===== config.mk =====
export PLATFORM = sky130hd
export DESIGN_NAME = spr_outreg
export DESIGN_NICKNAME = d
export VERILOG_FILES = /design/src/rtl/spr_pkg.sv /design/src/rtl/spr_outreg.sv
export SDC_FILE = /design/constraint.sdc
export NUM_CORES = 1
export LEC_CHECK = 0
export BUFFER_PORTS_ARGS = -buffer_cell sky130_fd_sc_hd__buf_2
export CORE_AREA = 2 2 39 41
export CTS_CLUSTER_SIZE = 12
export DETAILED_ROUTE_END_ITERATION = 6
export DIE_AREA = 0 0 41 43
export GPL_TIMING_DRIVEN = 0
export PLACE_DENSITY = 0.58
export SLEW_MARGIN = 20
export SYNTH_ARGS = -nofsm -noshare
export SYNTH_HDL_FRONTEND = slang
export SYNTH_SLANG_ARGS = --single-unit

===== constraint.sdc =====
create_clock -name clk -period 2.5 [get_ports clk]
set_clock_uncertainty 0.05 [all_clocks]
set_input_delay 0.5 -clock clk [delete_from_list [all_inputs] [get_ports clk]]
set_output_delay 0.5 -clock clk [all_outputs]
set_load 0.01 [all_outputs]

===== src/rtl/spr_pkg.sv =====
package spr_pkg;

  localparam int SPRN_W = 10;
  localparam int SEL_W  = 4;
  localparam int N_ENT  = 17;
  localparam int N_FIXED = 4;

  typedef enum logic [1:0] {
    ACT_EXEC = 2'd0,
    ACT_NOP  = 2'd1,
    ACT_ZERO = 2'd2,
    ACT_TRAP = 2'd3
  } act_e;

  typedef enum logic [2:0] {
    K_NONE = 3'd0,
    K_FAST = 3'd1,
    K_SLOW = 3'd2,
    K_RAZ  = 3'd3,
    K_ROZ  = 3'd4
  } kind_e;

  typedef struct packed {
    logic [SPRN_W-1:0] num;
    kind_e             kind;
    logic              user_ok;
    logic [SEL_W-1:0]  sel;
  } ent_t;

  localparam logic [SEL_W-1:0] SEL_ZERO = '0;
  localparam logic [SEL_W-1:0] SEL_LOG  = SEL_W'(7);

  function automatic ent_t entry_at(input int idx);
    ent_t e;
    case (idx)
      0:  e = '{num: SPRN_W'(1),   kind: K_FAST, user_ok: 1'b1, sel: '0};
      1:  e = '{num: SPRN_W'(8),   kind: K_FAST, user_ok: 1'b1, sel: '0};
      2:  e = '{num: SPRN_W'(9),   kind: K_FAST, user_ok: 1'b1, sel: '0};
      3:  e = '{num: SPRN_W'(16),  kind: K_FAST, user_ok: 1'b0, sel: '0};
      4:  e = '{num: SPRN_W'(17),  kind: K_FAST, user_ok: 1'b0, sel: '0};
      5:  e = '{num: SPRN_W'(18),  kind: K_FAST, user_ok: 1'b0, sel: '0};
      6:  e = '{num: SPRN_W'(19),  kind: K_FAST, user_ok: 1'b0, sel: '0};
      7:  e = '{num: SPRN_W'(3),   kind: K_SLOW, user_ok: 1'b1, sel: SEL_W'(1)};
      8:  e = '{num: SPRN_W'(22),  kind: K_SLOW, user_ok: 1'b0, sel: SEL_W'(2)};
      9:  e = '{num: SPRN_W'(268), kind: K_SLOW, user_ok: 1'b1, sel: SEL_W'(3)};
      10: e = '{num: SPRN_W'(880), kind: K_SLOW, user_ok: 1'b0, sel: SEL_LOG};
      11: e = '{num: SPRN_W'(881), kind: K_SLOW, user_ok: 1'b0, sel: SEL_LOG};
      12: e = '{num: SPRN_W'(740), kind: K_RAZ,  user_ok: 1'b1, sel: SEL_ZERO};
      13: e = '{num: SPRN_W'(741), kind: K_RAZ,  user_ok: 1'b1, sel: SEL_ZERO};
      14: e = '{num: SPRN_W'(760), kind: K_RAZ,  user_ok: 1'b0, sel: SEL_ZERO};
      15: e = '{num: SPRN_W'(761), kind: K_RAZ,  user_ok: 1'b0, sel: SEL_ZERO};
      default: e = '{num: SPRN_W'(310), kind: K_ROZ, user_ok: 1'b0, sel: SEL_ZERO};
    endcase
    return e;
  endfunction

  function automatic logic [SPRN_W-1:0] fixed_at(input int idx);
    case (idx)
      0:       return SPRN_W'(0);
      1:       return SPRN_W'(4);
      2:       return SPRN_W'(5);
      default: return SPRN_W'(6);
    endcase
  endfunction

endpackage


===== src/rtl/spr_outreg.sv =====
module spr_outreg
  import spr_pkg::*;
(
  input  logic             clk,
  input  logic             rst_n,
  input  logic             d_valid,
  input  act_e             d_action,
  input  logic             d_gpr_we,
  input  logic             d_spr_we,
  input  logic             d_slow,
  input  logic [SEL_W-1:0] d_rd_sel,
  input  logic             d_zero_src,
  output logic             q_valid,
  output act_e             q_action,
  output logic             q_gpr_we,
  output logic             q_spr_we,
  output logic             q_slow,
  output logic [SEL_W-1:0] q_rd_sel,
  output logic             q_zero_src
);

  logic             ld_en;
  logic             n_valid, n_gpr_we, n_spr_we, n_slow, n_zero_src;
  act_e             n_action;
  logic [SEL_W-1:0] n_rd_sel;

  assign ld_en = d_valid | q_valid;

  always_comb begin
    n_valid    = d_valid;
    n_action   = d_valid ? d_action : ACT_EXEC;
    n_gpr_we   = d_valid & d_gpr_we;
    n_spr_we   = d_valid & d_spr_we;
    n_slow     = d_valid & d_slow;
    n_rd_sel   = d_valid ? d_rd_sel : '0;
    n_zero_src = d_valid & d_zero_src;
  end

  always_ff @(posedge clk or negedge rst_n) begin
    if (!rst_n) begin
      q_valid    <= 1'b0;
      q_action   <= ACT_EXEC;
      q_gpr_we   <= 1'b0;
      q_spr_we   <= 1'b0;
      q_slow     <= 1'b0;
      q_rd_sel   <= '0;
      q_zero_src <= 1'b0;
    end else if (ld_en) begin
      q_valid    <= n_valid;
      q_action   <= n_action;
      q_gpr_we   <= n_gpr_we;
      q_spr_we   <= n_spr_we;
      q_slow     <= n_slow;
      q_rd_sel   <= n_rd_sel;
      q_zero_src <= n_zero_src;
    end
  end

endmodule


Word-level counts from Yosys, hierarchy flattened:

Cells that the tools add are included.

* register bits after elaboration: 11
* bits of input ports: 13
* logic and storage cells: 14

* mux-type cells: 2
* bitwise operators: 5

Operator list (count)
* $and A1 B1 Y1: 4
* $mux W4: 1
* $mux W2: 1
* $or A1 B1 Y1: 1

Logic depth before layout (Yosys ltp):

* depth in word-level cells: 1
* depth in mapped cells: 2
* gate-level depth less buffers: 2

Worst setup path after synthesis:

Ideal clock, no wire load.

* path type: in2reg
* from: input d_valid
* to: register q_action[0]
* library setup time: 0.121 ns
* data arrival time: 0.801 ns
* slack: 1.528 ns
* stages on the path: 2
* path through: buf_6 > a22o_1

* longest elaborated chain between the ends: 1
* elaborated cells between the ends (all ways): 2
* classes of those cells: mux (1); bitwise (1)

Ends and longest elaborated chain
* start: declaration: line spr_outreg.sv:6 `input logic d_valid,`
* $mux W2 or $or A1 B1 Y1 (tied branches): line spr_outreg.sv:31, spr_outreg.sv:27
* end signal: assignment: line spr_outreg.sv:50 `q_action <= n_action;`
* end: declaration: line spr_outreg.sv:14 `output act_e q_action,`

Parallel ways exist; a longest one is shown, timed or not.
A chain may end at the register's enable or synchronous reset.

Final worst setup path:

* from: register q_valid
* to: output q_valid

RTL lines
* start: declaration: line spr_outreg.sv:13 `output logic q_valid,`
* start signal: assignment: line spr_outreg.sv:49 `q_valid <= n_valid;`

No word-level cell between the ends.

==> key figures <==
Power and ir drop
  • Net Sw Frac: 24.0%
  • Pwr Density: 665 nW/um^2
  • Comb pwr share: 14.0%
  • Flop pwr share: 53.7%
  • Internal Power: 0.000278 W
  • Switch Pwr: 0.0000880 W
  • Static Leak: 0.294 nW
  • Peak supply drop: 0.312 mV
  • Clock share of power: 32.3%

STA
  • Period minus WS final: 1.36 ns
  • Setup TNS: 0 ns
  • Final hold vios: 0
  • Max-slew violation count: 0
  • Slew of the pin with the lowest slew margin: 0.245 ns
  • RSZ-0062 raised after global routing: false
  • Slew margin rel.: 83.6%
  • Max Clk Rate: 0.733 GHz
  • Final worst path period share: 54.5%
  • Final setup vio count: 0
  • Final worst slack: 1.14 ns

Layout
  • Layout fillers: 140
  • Multi-input gate area: 98.8 sq um
  • Nets: 65
  • Most frequent cells in the layout: buf_2, dfrtp_1, a22o_1
  • Most common cell after layout, fill and taps aside: buf_2
  • Sequential cell area: 275 sq um
  • Share of post-route cells with drive strength above 1: 54.9%
  • # diodes: 0
  • Area grow syn2layout: 41.5%

Yosys
  • Top cell type's share of synthesized area: 70.7%
  • Synth top area cells: dfrtp_1, a22o_1, buf_6
  • Netlist cell types: 5
  • FF+latch count, synth: 11
  • Sequential-to-total area share from yosys stat: 70.7%
  • Cell Area, Synth: 389 sq um
  • Syn avg cell area: 16.2 sq um
  • Largest area contributor in the netlist: dfrtp_1
  • Post-Syn Instances: 24
  • Yosys warning count: 0
  • Syn_nets: 37

Critical path
  • WP buf/inv: 1
  • Peak per-stage delay on the critical path: 0.40 ns
  • Top Family by Delay on Critical Path: flip-flops
  • CP Cell Sequence: buf_2
  • Worst setup EP type: output port
  • Arr. time, crit path: 0.81 ns
  • Worst setup path class: reg2out
  • Worst Reg2Reg Path Length in Cells: 2
  • RR Startpoint: q_valid
  • Critical-path maximum fanout: 2
  • Worst setup SP type: flop
  • Crit path from: q_valid
  • Slowest CP cell: dfrtp_1
  • WP depth: 1
  • WP data required: 1.95 ns

Drt
  • Post-route DRC: 0
  • Final ANT Viol Nets: 0
  • WL/cell: 12.0 um
  • Detailed Route Iter0 Violations: 6
  • Via density: 4.58
  • DR vias: 307
  • Final WL: 802 um
  • DR pass1 iterations: 2

Placed design
  • IO buf count: 23
  • Pre-CTS setup slack: 1.35 ns
  • Gp weighted congestion: 0.706

Global routing
  • Pin count of the biggest net entering global routing: 12
  • Initial antenna violation count: 0
  • Vias in the first global route: 260
  • GRT Residual Overflow: 0
  • First-pass GRT wire length: 1120 um
  • Global-route usage over all layers: 10.3%

Clock network
  • TritonCTS clock tree: built
  • Resize count post-CTS: 0
  • Clk sinks: 11
  • Clock root cell: clkbuf_4
  • Inserted Clock Buffers: 3
  • Clock Path Buffers: 2
  • Skew-Pair Late Insertion Delay: 0.26 ns
  • Post-CTS setup buffer count: 0
  • H-tree Lvls: 1
  • Hold-fix buffers, CTS: 0
  • Worst-path clk slew: 0.07 ns

Floorplan
  • Die Wd: 41 um
  • Core Rows: 14
  • Initial core utilization: 28.1%
  • Io pins: 24
  • Die height: 43 um
  • CORE AREA: 1380 sq um
  • DIE AREA: 1760 sq um

Status
  • Outcome: finished clean

Flow run
  • Max_cap viols: 0

Worst hold path
  • HP Class: in2async
[flip-flops by register name, indices dropped and copies added (netlist names)]
name	cells
q_action	2
q_rd_sel	4
q_slow	1
q_zero_src	1
q_gpr_we	1
q_valid	1
q_spr_we	1
[layout make-up]
type / instances / share of cell area (%)
plain buffers: 2 / 2.73
clock buffers: 4 / 4.77
multi-input cells: 11 / 18.0
flip-flops and latches: 11 / 50.0
well taps: 16 / 3.64
repair buffers: 23 / 20.9
[power groups by stage]
stage | clock network (W) | logic [W] | registers (W)
after detailed placement | 0 | 0.0000522 | 0.000200
after global routing | 0.000132 | 0.0000567 | 0.000198
after global placement | 0 | 0.0000519 | 0.000200
after CTS | 0.000122 | 0.0000525 | 0.000197
after floorplan | 0 | 0.0000167 | 0.000207
final | 0.000118 | 0.0000511 | 0.000197
[layer usage]
| layer | vias to the layer above | part of all wire, % | GRT usage, % |
|---|---|---|---|
| met5 | - | 0 | 0 |
| met4 | 0 | 2.1 | 12.0 |
| met3 | 2 | 4.0 | 1.57 |
| met2 | 8 | 47 | 13.1 |
| met1 | 154 | 47 | 12.8 |
| li1 | 143 | - | - |
[metrics by stage]
stage	utilization (%)	power (W)	hold WS, ns	instances	instance area (sq um)
after floorplan	-	0.000223	0.154	24	389
after global placement	37.9	0.000252	0.332	63	524
after detailed placement	37.9	0.000253	0.336	63	524
after CTS	39.8	0.000371	0.0508	67	551
after global routing	39.8	0.000387	0.0502	67	551
final	39.8	0.000366	0.0418	67	551
[cell usage after synthesis]
master    instances
buf_6             1
dfrtp_1          11
clkbuf_1          1
a22o_1           10
nor2_4            1
[logic make-up (layout without fill, tap and decap cells)]
logic type,Yosys count,count (layout),synth area share [%]
AOI/OAI and AO/OA,10,10,22.5
buffers and inverters,2,29,3.86
DFF,11,11,70.7
and+or+nand+nor,1,1,2.89
[worst paths after layout]
check	endpoint	slack, ns
setup / recovery	q_valid	1.14
hold / removal	q_rd_sel[1]	0.04
setup reg to reg	q_spr_we	1.60
hold reg to reg	q_rd_sel[3]	0.44
max in group asynchronous	q_spr_we	2.16
min in group clk	q_zero_src	0.41
Power figures use the tool's default switching activity.
